$ cat src/rtl/rxf_pkg.sv
package rxf_pkg;
  localparam int ADDR_BYTES = 6;
  localparam int MAC_W      = 8 * ADDR_BYTES;
  localparam int HIDX_W     = 6;
  localparam int HBINS      = 1 << HIDX_W;
  localparam logic [31:0] CRC_POLY = 32'hEDB8_8320;

  typedef struct packed {
    logic rx_all;     // bit 4
    logic bcast_dis;  // bit 3
    logic hash_mc;    // bit 2
    logic pass_mc;    // bit 1
    logic promisc;    // bit 0
  } mode_t;

  function automatic logic [31:0] crc_step(input logic [31:0] c, input logic [7:0] b);
    logic [31:0] r;
    r = c ^ {24'd0, b};
    for (int i = 0; i < 8; i++)
      r = r[0] ? ((r >> 1) ^ CRC_POLY) : (r >> 1);
    return r;
  endfunction

  // Complement, reverse 32 bits, keep top HIDX_W bits.
  function automatic logic [HIDX_W-1:0] hash_index(input logic [31:0] crc);
    logic [HIDX_W-1:0] idx;
    for (int i = 0; i < HIDX_W; i++)
      idx[HIDX_W-1-i] = ~crc[i];
    return idx;
  endfunction
endpackage

$ cat src/rtl/rxf_hash_crc.sv
module rxf_hash_crc (
  input  logic        clk,
  input  logic        rst_n,
  input  logic        start,
  input  logic        take,
  input  logic [7:0]  din,
  output logic [31:0] crc_next
);
  import rxf_pkg::*;
  logic [31:0] crc_q;

  always_comb crc_next = crc_step(start ? 32'hFFFF_FFFF : crc_q, din);

  always_ff @(posedge clk or negedge rst_n)
    if (!rst_n)    crc_q <= 32'hFFFF_FFFF;
    else if (take) crc_q <= crc_next;
endmodule

$ cat src/rtl/rxf_cfg_regs.sv
module rxf_cfg_regs #(
  parameter int NUM_SLOTS = 16
) (
  input  logic                       clk,
  input  logic                       rst_n,
  input  logic                       we,
  input  logic [5:0]                 addr,
  input  logic [31:0]                wdata,
  input  logic                       snap_load,
  output rxf_pkg::mode_t             snap_mode,
  output logic [rxf_pkg::HBINS-1:0]  snap_hash,
  output logic [NUM_SLOTS-1:0]       snap_en,
  output logic [NUM_SLOTS*rxf_pkg::MAC_W-1:0] slots_flat
);
  import rxf_pkg::*;
  localparam logic [5:0] A_MODE = 6'd0;
  localparam logic [5:0] A_HLO  = 6'd1;
  localparam logic [5:0] A_HHI  = 6'd2;
  localparam logic [5:0] A_EN   = 6'd3;
  localparam int         SLOT_BASE = 32;

  mode_t                 mode_q, mode_d;
  logic [HBINS-1:0]      hash_q, hash_d;
  logic [NUM_SLOTS-1:0]  en_q, en_d;

  always_comb begin
    mode_d = mode_q;
    hash_d = hash_q;
    en_d   = en_q;
    if (we) begin
      if (addr == A_MODE) mode_d = mode_t'(wdata[4:0]);
      if (addr == A_HLO)  hash_d[31:0]  = wdata;
      if (addr == A_HHI)  hash_d[63:32] = wdata;
      if (addr == A_EN)   en_d = wdata[NUM_SLOTS-1:0];
    end
  end

  always_ff @(posedge clk or negedge rst_n)
    if (!rst_n) begin
      mode_q <= '0;
      hash_q <= '0;
      en_q   <= '0;
    end else begin
      mode_q <= mode_d;
      hash_q <= hash_d;
      en_q   <= en_d;
    end

  always_ff @(posedge clk or negedge rst_n)
    if (!rst_n) begin
      snap_mode <= '0;
      snap_hash <= '0;
      snap_en   <= '0;
    end else if (snap_load) begin
      snap_mode <= mode_q;
      snap_hash <= hash_q;
      snap_en   <= en_q;
    end

  for (genvar k = 0; k < NUM_SLOTS; k++) begin : g_slot
    localparam logic [5:0] A_LO = 6'(SLOT_BASE + 2*k);
    localparam logic [5:0] A_HI = 6'(SLOT_BASE + 2*k + 1);
    logic [MAC_W-1:0] slot_q;
    always_ff @(posedge clk or negedge rst_n)
      if (!rst_n) slot_q <= '0;
      else if (we && addr == A_LO) slot_q[31:0]  <= wdata;
      else if (we && addr == A_HI) slot_q[47:32] <= wdata[15:0];
    assign slots_flat[k*MAC_W +: MAC_W] = slot_q;
  end

  // snapshot only moves when a frame opens
  p_snap_hold_r10: assert property (@(posedge clk) disable iff (!rst_n)
    !snap_load |=> ($stable(snap_mode) && $stable(snap_hash) && $stable(snap_en)));
endmodule

$ cat src/rtl/rxf_ucast_match.sv
module rxf_ucast_match #(
  parameter int NUM_SLOTS = 16
) (
  input  logic [rxf_pkg::MAC_W-1:0]           addr,
  input  logic [NUM_SLOTS*rxf_pkg::MAC_W-1:0] slots_flat,
  input  logic [NUM_SLOTS-1:0]                en,
  output logic                                hit
);
  import rxf_pkg::*;
  logic [NUM_SLOTS-1:0] eq;
  for (genvar k = 0; k < NUM_SLOTS; k++) begin : g_cmp
    assign eq[k] = en[k] && (slots_flat[k*MAC_W +: MAC_W] == addr);
  end
  assign hit = |eq;
endmodule

$ cat src/rtl/rx_addr_filter.sv
module rx_addr_filter #(
  parameter int NUM_SLOTS = 16
) (
  input  logic        clk,
  input  logic        rst_n,
  input  logic        sof,
  input  logic        byte_vld,
  input  logic [7:0]  byte_data,
  input  logic        cfg_we,
  input  logic [5:0]  cfg_addr,
  input  logic [31:0] cfg_wdata,
  output logic        verdict_vld,
  output logic        verdict_accept
);
  import rxf_pkg::*;
  localparam int CNT_W = $clog2(ADDR_BYTES + 1);
  localparam logic [CNT_W-1:0] CNT_ONE  = CNT_W'(1);
  localparam logic [CNT_W-1:0] CNT_LAST = CNT_W'(ADDR_BYTES - 1);
  localparam logic [CNT_W-1:0] CNT_FULL = CNT_W'(ADDR_BYTES);
  localparam int HOLD_W = MAC_W - 8;

  // reset: asynchronous assert, synchronous release
  logic [1:0] rs_q;
  logic       rst_i;
  always_ff @(posedge clk or negedge rst_n)
    if (!rst_n) rs_q <= '0;
    else        rs_q <= {rs_q[0], 1'b1};
  assign rst_i = rs_q[1];

  logic [CNT_W-1:0]  cnt_q, cnt_d, idx;
  logic [HOLD_W-1:0] addr_q, addr_d;
  logic              take, last, start;
  logic [31:0]       crc_next;
  mode_t             s_mode;
  logic [HBINS-1:0]  s_hash;
  logic [NUM_SLOTS-1:0] s_en;
  logic [NUM_SLOTS*MAC_W-1:0] slots_flat;
  logic [MAC_W-1:0]  full_addr;
  logic              uc_hit, is_bc, is_mc, hbit, acc;
  logic [HIDX_W-1:0] hidx;
  logic              vld_q, acc_q;

  assign start = byte_vld && sof;
  assign take  = start || (byte_vld && cnt_q != '0 && cnt_q < CNT_FULL);
  assign last  = byte_vld && !sof && cnt_q == CNT_LAST;
  assign idx   = start ? '0 : cnt_q;

  always_comb begin
    cnt_d  = cnt_q;
    addr_d = addr_q;
    if (start)     cnt_d = CNT_ONE;
    else if (take) cnt_d = cnt_q + CNT_ONE;
    for (int k = 0; k < ADDR_BYTES - 1; k++)
      if (take && idx == CNT_W'(k)) addr_d[8*k +: 8] = byte_data;
  end

  always_ff @(posedge clk or negedge rst_i)
    if (!rst_i) begin
      cnt_q  <= '0;
      addr_q <= '0;
    end else begin
      cnt_q  <= cnt_d;
      addr_q <= addr_d;
    end

  rxf_hash_crc u_crc (
    .clk(clk), .rst_n(rst_i), .start(start), .take(take),
    .din(byte_data), .crc_next(crc_next)
  );

  rxf_cfg_regs #(.NUM_SLOTS(NUM_SLOTS)) u_cfg (
    .clk(clk), .rst_n(rst_i), .we(cfg_we), .addr(cfg_addr), .wdata(cfg_wdata),
    .snap_load(start), .snap_mode(s_mode), .snap_hash(s_hash), .snap_en(s_en),
    .slots_flat(slots_flat)
  );

  assign full_addr = {byte_data, addr_q};

  rxf_ucast_match #(.NUM_SLOTS(NUM_SLOTS)) u_uc (
    .addr(full_addr), .slots_flat(slots_flat), .en(s_en), .hit(uc_hit)
  );

  always_comb begin
    is_bc = &full_addr;
    is_mc = full_addr[0];
    hidx  = hash_index(crc_next);
    hbit  = s_hash[hidx];
    if (s_mode.rx_all || s_mode.promisc) acc = 1'b1;
    else if (is_bc)                      acc = !s_mode.bcast_dis;
    else if (is_mc)                      acc = s_mode.pass_mc || (s_mode.hash_mc && hbit);
    else                                 acc = uc_hit;
  end

  always_ff @(posedge clk or negedge rst_i)
    if (!rst_i) begin
      vld_q <= 1'b0;
      acc_q <= 1'b0;
    end else begin
      vld_q <= last;
      acc_q <= last && acc;
    end

  assign verdict_vld    = vld_q;
  assign verdict_accept = acc_q;

  // single-cycle strobe, due right after the sixth byte
  p_one_shot_r9: assert property (@(posedge clk) disable iff (!rst_i)
    verdict_vld |=> !verdict_vld);
  p_due_sixth_r9: assert property (@(posedge clk) disable iff (!rst_i)
    verdict_vld |-> ($past(byte_vld) && $past(cnt_q) == CNT_LAST));
  // byte count never runs past the address length
  p_cnt_bound_r11: assert property (@(posedge clk) disable iff (!rst_i)
    cnt_q <= CNT_FULL);
  // promiscuous frames always pass
  p_promisc_r4: assert property (@(posedge clk) disable iff (!rst_i)
    (verdict_vld && s_mode.promisc) |-> verdict_accept);
  // receive-all frames always pass
  p_rx_all_r6: assert property (@(posedge clk) disable iff (!rst_i)
    (verdict_vld && s_mode.rx_all) |-> verdict_accept);
endmodule

$ cat config.mk
export PLATFORM = sky130hd
export DESIGN_NAME = rx_addr_filter
export DESIGN_NICKNAME = d
export VERILOG_FILES = /design/src/rtl/rxf_pkg.sv /design/src/rtl/rxf_hash_crc.sv /design/src/rtl/rxf_cfg_regs.sv /design/src/rtl/rxf_ucast_match.sv /design/src/rtl/rx_addr_filter.sv
export SDC_FILE = /design/constraint.sdc
export NUM_CORES = 2
export LEC_CHECK = 0
export ABC_AREA = 1
export BUFFER_PORTS_ARGS = -buffer_cell sky130_fd_sc_hd__buf_2
export CORE_MARGIN = 4
export CORE_UTILIZATION = 25
export DETAILED_ROUTE_END_ITERATION = 7
export HOLD_SLACK_MARGIN = 0.15
export SKIP_CTS_REPAIR_TIMING = 1
export SLEW_MARGIN = 10
export SYNTH_ARGS = -nofsm -noshare
export SYNTH_HDL_FRONTEND = slang
export SYNTH_HIERARCHICAL = 1
export SYNTH_SLANG_ARGS = --single-unit
$ cat constraint.sdc
create_clock -name clk -period 57 [get_ports clk]
set_input_delay 2.85 -clock clk [delete_from_list [all_inputs] [get_ports clk]]
set_output_delay 2.85 -clock clk [all_outputs]
set_load 0.01 [all_outputs]
; ---- Yosys cells after proc, flatten, opt, wreduce, memory -nomap -nowiden
; Index checks and enable logic that the tools add are counted.
[classes]
mux = 17
n_reduce_logical = 91
order_cmp = 2
bitwise_logic = 31
addsub = 1
eq_ne = 56
[ops]
columns = op, count
row1 = 48-bit == test, 16
row2 = 32-bit two-way mux, 9
row3 = 6-bit == test (second input constant), 32
row4 = 13-bit inverter with 14-bit output, 8
row5 = 1-bit logical AND, 60
row6 = 48-bit AND reduction, 1
row7 = 2-bit AND reduction, 20
row8 = 32-bit by 8-bit bitwise XOR with 32-bit output, 1
row9 = 1-bit inverter, 22
row10 = 16-bit OR reduction, 1
row11 = 6-bit by 2-bit == test with 1-bit output (second input constant), 2
row12 = 3-bit two-way mux, 3
row13 = 6-bit by 7-bit < comparator with 1-bit output (second input constant), 1
row14 = 1-bit binary-select mux with 6-bit select, 1
row15 = 3-bit by 2-bit == test with 1-bit output (second input constant), 2
row16 = 3-bit == test (second input constant), 2
row17 = 6-bit by 1-bit == test with 1-bit output (second input constant), 1
row18 = 6-bit zero test, 1
row19 = 1-bit two-way mux, 4
row20 = 3-bit by 1-bit adder with 3-bit output (second input constant), 1
row21 = 3-bit by 1-bit == test with 1-bit output (second input constant), 1
row22 = 3-bit zero test, 1
row23 = 1-bit logical OR, 3
row24 = 3-bit < comparator (second input constant), 1
row25 = other kinds (3), 4
[totals]
output_inout_bits = 2
wordCells = 255
reg_bits = 1017

; ---- Depth between registers and ports, before layout
[depth]
ltp_word = 28
ltp_mapped = 28
depth_no_buf = 24

; ---- Cells and area by module
; Netlist, hierarchy kept.
[modules_own_cells]
columns = module, n_inst, seq_area_each_um2, area_per_inst_um2, cells_per_inst
row1 = rxf_cfg_regs, 1, 23472.5, 36736.5, 3993
row2 = rxf_ucast_match, 1, 0.0, 12460.7, 2839
row3 = rx_addr_filter, 1, 1176.1, 2690.1, 350
row4 = rxf_hash_crc, 1, 840.8, 2660.1, 391

; ---- Worst setup path before layout
; Ideal clock, no wire load.
[synth_timing]
path_kind = input-to-reg
startpoint = in sof
endpoint = reg acc_q, in the netlist verdict_accept
t_arrival_ns = 5.336
setup_slack_ns = 51.591
setup_ns = 0.073
stages = 27
path_cell_list = nand2_1 > inv_1 > buf_6 > buf_6 > nor2_1 > nand2_1 > nand2_4 > inv_2 > nand2_2 > nand2_4 > nand2_2 > nand2_2 > xor2_2 > buf_6 > buf_2 > nand2_1 > nand3_1 > nand3_1 > nand2_1 > nand2_1 > nand3_1 > nand3_1 > nand2_1 > nand2_1 > nand2_1 > nand2_1 > a21oi_2
[synth_via]
elab_chain_len = 23
word_cells_on_any_way = 36
cone_classes = mux (14) / bitwise (15) / reduce/logical (7)
[synth_rtl]
columns = item, line_no
row1 = from (decl), rx_addr_filter.sv:6  ; input logic sof,
row2 = 1-bit logical AND (*), rx_addr_filter.sv:43  ; assign start = byte_vld && sof;
row3 = named net start, rx_addr_filter.sv:32  ; logic take, last, start;
row4 = 32-bit two-way mux (*), rxf_hash_crc.sv:12  ; always_comb crc_next = crc_step(start ? 32'hFFFF_FFFF : crc_q, din);
row5 = 32-bit by 8-bit bitwise XOR with 32-bit output (*), rxf_pkg.sv:18  ; r = c ^ {24'd0, b};
row6 = 32-bit two-way mux (*) (3 in a row), rxf_pkg.sv:20  ; r = r[0] ? ((r >> 1) ^ CRC_POLY) : (r >> 1);
row7 = 13-bit inverter with 14-bit output (no line), --
row8 = 32-bit two-way mux (*), rxf_pkg.sv:20
row9 = 13-bit inverter with 14-bit output (no line), --
row10 = [5 not listed], --
row11 = named net crc_next[5], rx_addr_filter.sv:33  ; logic [31:0] crc_next;
row12 = [1 not listed], --
row13 = 1-bit binary-select mux with 6-bit select (*), rx_addr_filter.sv:87  ; hbit = s_hash[hidx];
row14 = 1-bit two-way mux (implied by the code) (*), rx_addr_filter.sv:87
row15 = 1-bit logical AND (*), rx_addr_filter.sv:90  ; else if (is_mc) acc = s_mode.pass_mc || (s_mode.hash_mc && hbit);
row16 = 1-bit logical OR (*), rx_addr_filter.sv:90
row17 = 1-bit two-way mux (*), rx_addr_filter.sv:90
row18 = 1-bit two-way mux (*), rx_addr_filter.sv:89  ; else if (is_bc) acc = !s_mode.bcast_dis;
row19 = 1-bit two-way mux (*), rx_addr_filter.sv:88  ; if (s_mode.rx_all || s_mode.promisc) acc = 1'b1;
row20 = 1-bit logical AND (*), rx_addr_filter.sv:100  ; acc_q <= last && acc;
row21 = to (signal assigned), rx_addr_filter.sv:100
row22 = to (decl), rx_addr_filter.sv:41  ; logic vld_q, acc_q;
; The timed path passes the listed nets; every way through them passes the cells marked *. The select of a mux whose other input is x is not followed.
; A chain may end at the register's enable or synchronous reset.

; ---- Final worst setup path
[layout_timing]
startpoint = in byte_vld
endpoint = reg acc_q, in the netlist verdict_accept
[layout_via]
elab_chain_len = 23
word_cells_on_any_way = 35
cone_classes = mux (14) / bitwise (15) / reduce/logical (6)
[layout_rtl]
columns = item, line_no
row1 = from (decl), rx_addr_filter.sv:7  ; input logic byte_vld,
row2 = 1-bit logical AND (*), rx_addr_filter.sv:43
row3 = named net start, rx_addr_filter.sv:32
row4 = 32-bit two-way mux (*), rxf_hash_crc.sv:12
row5 = 32-bit by 8-bit bitwise XOR with 32-bit output (*), rxf_pkg.sv:18
row6 = 32-bit two-way mux (*) (2 in a row), rxf_pkg.sv:20
row7 = 13-bit inverter with 14-bit output (no line), --
row8 = 32-bit two-way mux (*), rxf_pkg.sv:20
row9 = 13-bit inverter with 14-bit output (no line), --
row10 = [6 not listed], --
row11 = named net crc_next[4], rx_addr_filter.sv:33
row12 = [1 not listed], --
row13 = 1-bit binary-select mux with 6-bit select (*), rx_addr_filter.sv:87
row14 = 1-bit two-way mux (implied by the code) (*), rx_addr_filter.sv:87
row15 = 1-bit logical AND (*), rx_addr_filter.sv:90
row16 = 1-bit logical OR (*), rx_addr_filter.sv:90
row17 = 1-bit two-way mux (*), rx_addr_filter.sv:90
row18 = 1-bit two-way mux (*), rx_addr_filter.sv:89
row19 = 1-bit two-way mux (*), rx_addr_filter.sv:88
row20 = 1-bit logical AND (*), rx_addr_filter.sv:100
; Marks and branches as above.

==> impl_metrics.json <==
{
  "routabilityCongestion": 0.9179,
  "dp_hpwl_um": 133200,
  "cts_made_buffers": 113,
  "r2r_cells": 3,
  "worst_pin_slew_ns": 1.349,
  "grt_pass1_vias": 48420,
  "timing.rr.start": "rs_q[1]",
  "ir_worst_vdd_v": 0.00003721,
  "port_buffers": 52,
  "crit_fanout": 76,
  "rows": 171,
  "layout-area-overhead-vs-synth_pct": 11.37,
  "gr-usage-all-layers_pct": 20.89,
  "die-area_um2": 225500,
  "min_period_ns": 6.444,
  "vias_per_cell": 5.126,
  "slew_viol_final": 0,
  "tritoncts": "done",
  "htreeDepth": 3,
  "p_leak_nw": 30.86,
  "first_pass_iters": 8,
  "yosys_warnings": 6,
  "synthCells": 7561,
  "period_share_pct": 11.31,
  "fp.dieH_um": 474.8,
  "drv_cap": 0,
  "dpl_worst_slack_ns": 49.83,
  "fin_ws_ns": 50.56,
  "status": "finished, final reports clean",
  "start_util_pct": 25.11,
  "fillCellCount": 23500,
  "grt_max_degree": 159,
  "clk_pin_slew_ns": 0.06,
  "drt_first_iter_violations": 8066,
  "fin_util_pct": 27.97,
  "grt_overflow": 0,
  "grt_pass1_wl_um": 345200,
  "routed_wl_um": 243400,
  "drc": 0,
  "drive_above_1_share_pct": 7.882,
  "ant_nets": 0,
  "criticalPathCategory": "in2reg",
  "wl_per_cell_um": 23.59,
  "clock-root-buffer": "clkbuf_16",
  "slew_headroom_pct": 10.04,
  "worstPathArrival_ns": 7.10,
  "finClkSkew_ns": 0.03250,
  "worstHoldPathType": "reg2reg",
  "synth.cell_area_um2": 54480,
  "rsz0062_at_grt": "false",
  "cp_data_required_time_ns": 57.66,
  "tns_ns": 0,
  "fp.dieW_um": 474.8,
  "cts.sink_count": 1017,
  "min_path_cells": 0,
  "ctsLongestPathBuffers": 3,
  "seq_area_um2": 25500,
  "multiInputGateArea_um2": 24820,
  "min_to": "rs_q[1]",
  "core-area_um2": 217000,
  "regToRegSetupSlack_ns": 52.99,
  "io_pins": 53,
  "dpl_cell_area_um2": 56880,
  "cp-start-kind": "primary input",
  "clk_latency_ns": 0.76,
  "regToRegEndpoint": "addr_q[6]",
  "antenna_found_initial": 14,
  "syn_nets": 7615,
  "final_area_um2": 60680,
  "power.density_nw_per_um2": 46.16,
  "syn_avg_cell_area_um2": 7.206,
  "cp-end-kind": "register",
  "hold_viol": 0,
  "setup_viol": 0,
  "fmax_ghz": 0.1552,
  "via_count": 52890,
  "min_from": "rs_q[0]",
  "fin_nets": 7410
}
registers in the layout, summed over array words and instances, names as in the netlist:
| signal | count |
|---|---|
| addr_q | 40 |
| cnt_q | 3 |
| rs_q | 2 |
| u_cfg/en_q | 16 |
| u_cfg/g_slot.slot_q | 768 |
| u_cfg/hash_q | 64 |
| u_cfg/mode_q | 5 |
| u_cfg/snap_en | 16 |
| u_cfg/snap_hash | 64 |
| u_cfg/snap_mode | 5 |
| u_crc/crc_q | 32 |
| verdict_accept | 1 |
| verdict_vld | 1 |
metal layers:
layer	vias to the layer above	GRT usage, %	share of wire [%]
met5	-	0	0.020
met4	8	13.36	7.6
met3	907	6.160	14
met2	3858	30.02	41
met1	25150	27.25	38
li1	22970	-	-
report_power, final:
| part | switching [W] | total [W] | internal [W] |
|---|---|---|---|
| clock | 0.000320 | 0.000755 | 0.000435 |
| combinational | 0.000808 | 0.00109 | 0.000285 |
| sequential | 0.000107 | 0.000953 | 0.000846 |
worst max path at each step:
stage / slack, ns / endpoint / startpoint / depth (start not counted)
floorplan: 26.61 / addr_q[0] / rs_q[1] / 0
global placement: 49.77 / verdict_accept / sof / 23
detailed placement: 49.83 / verdict_accept / byte_vld / 23
CTS: 50.61 / verdict_accept / byte_vld / 23
global route: 50.08 / verdict_accept / sof / 23
finish: 50.56 / verdict_accept / byte_vld / 23
placed cells by master (no fill, tap or decap), drive strengths merged, types with 2 or more instances in the layout:
cell      count
nand3       753
nand4        15
nand2      3505
inv         468
nor4          4
buf         171
diode        16
nor3          2
xor2         75
o21ai       424
o211a         2
clkinvlp      2
o22ai        32
bufinv        7
nand3b        2
dfrtp       985
ha            3
xnor2       156
mux2         85
a21oi        11
clkinv       21
clkbuf      173
nor2        512
dfstp        32
worst max-delay path, cell delays in order:
cell and delay, ns:
buf_2 0.09, nand2_1 0.27, inv_6 0.71, nor2_1 0.15
nand2_1 0.09, nand2_1 0.36, nand2_1 0.19, nand2_1 0.15
xnor2_1 0.25, nand2_1 0.08, nand2_1 0.57, inv_2 0.31
nand3_1 0.17, nand3_1 0.08, nand2_1 0.08, nand2_1 0.05
nand3_1 0.09, nand3_1 0.08, nand2_1 0.12, nand2_1 0.06
nand2_1 0.06, nand2_1 0.06, a21oi_2 0.11
cell type report:
| cell class | count | share of cell area [%] |
|---|---|---|
| multi-input combinational | 5588 | 40.90 |
| sequential | 1017 | 42.03 |
| inverter | 465 | 2.885 |
| tap | 2854 | 5.885 |
| antenna | 16 | 0.06598 |
| clock buffer | 173 | 5.528 |
| timing repair buffer | 171 | 2.050 |
| clock inverter | 33 | 0.6557 |
through the flow:
step / instances / hold WS, ns / total power (W)
floorplan: 7561 / 0.3312 / 0.001589
global placement: 10100 / 0.3401 / 0.001984
detailed placement: 10100 / 0.3479 / 0.001993
CTS: 10300 / 0.3618 / 0.002746
global route: 10300 / 0.3642 / 0.002892
finish: 10320 / 0.3587 / 0.002801
No activity file was read; power rests on OpenSTA's default activity.
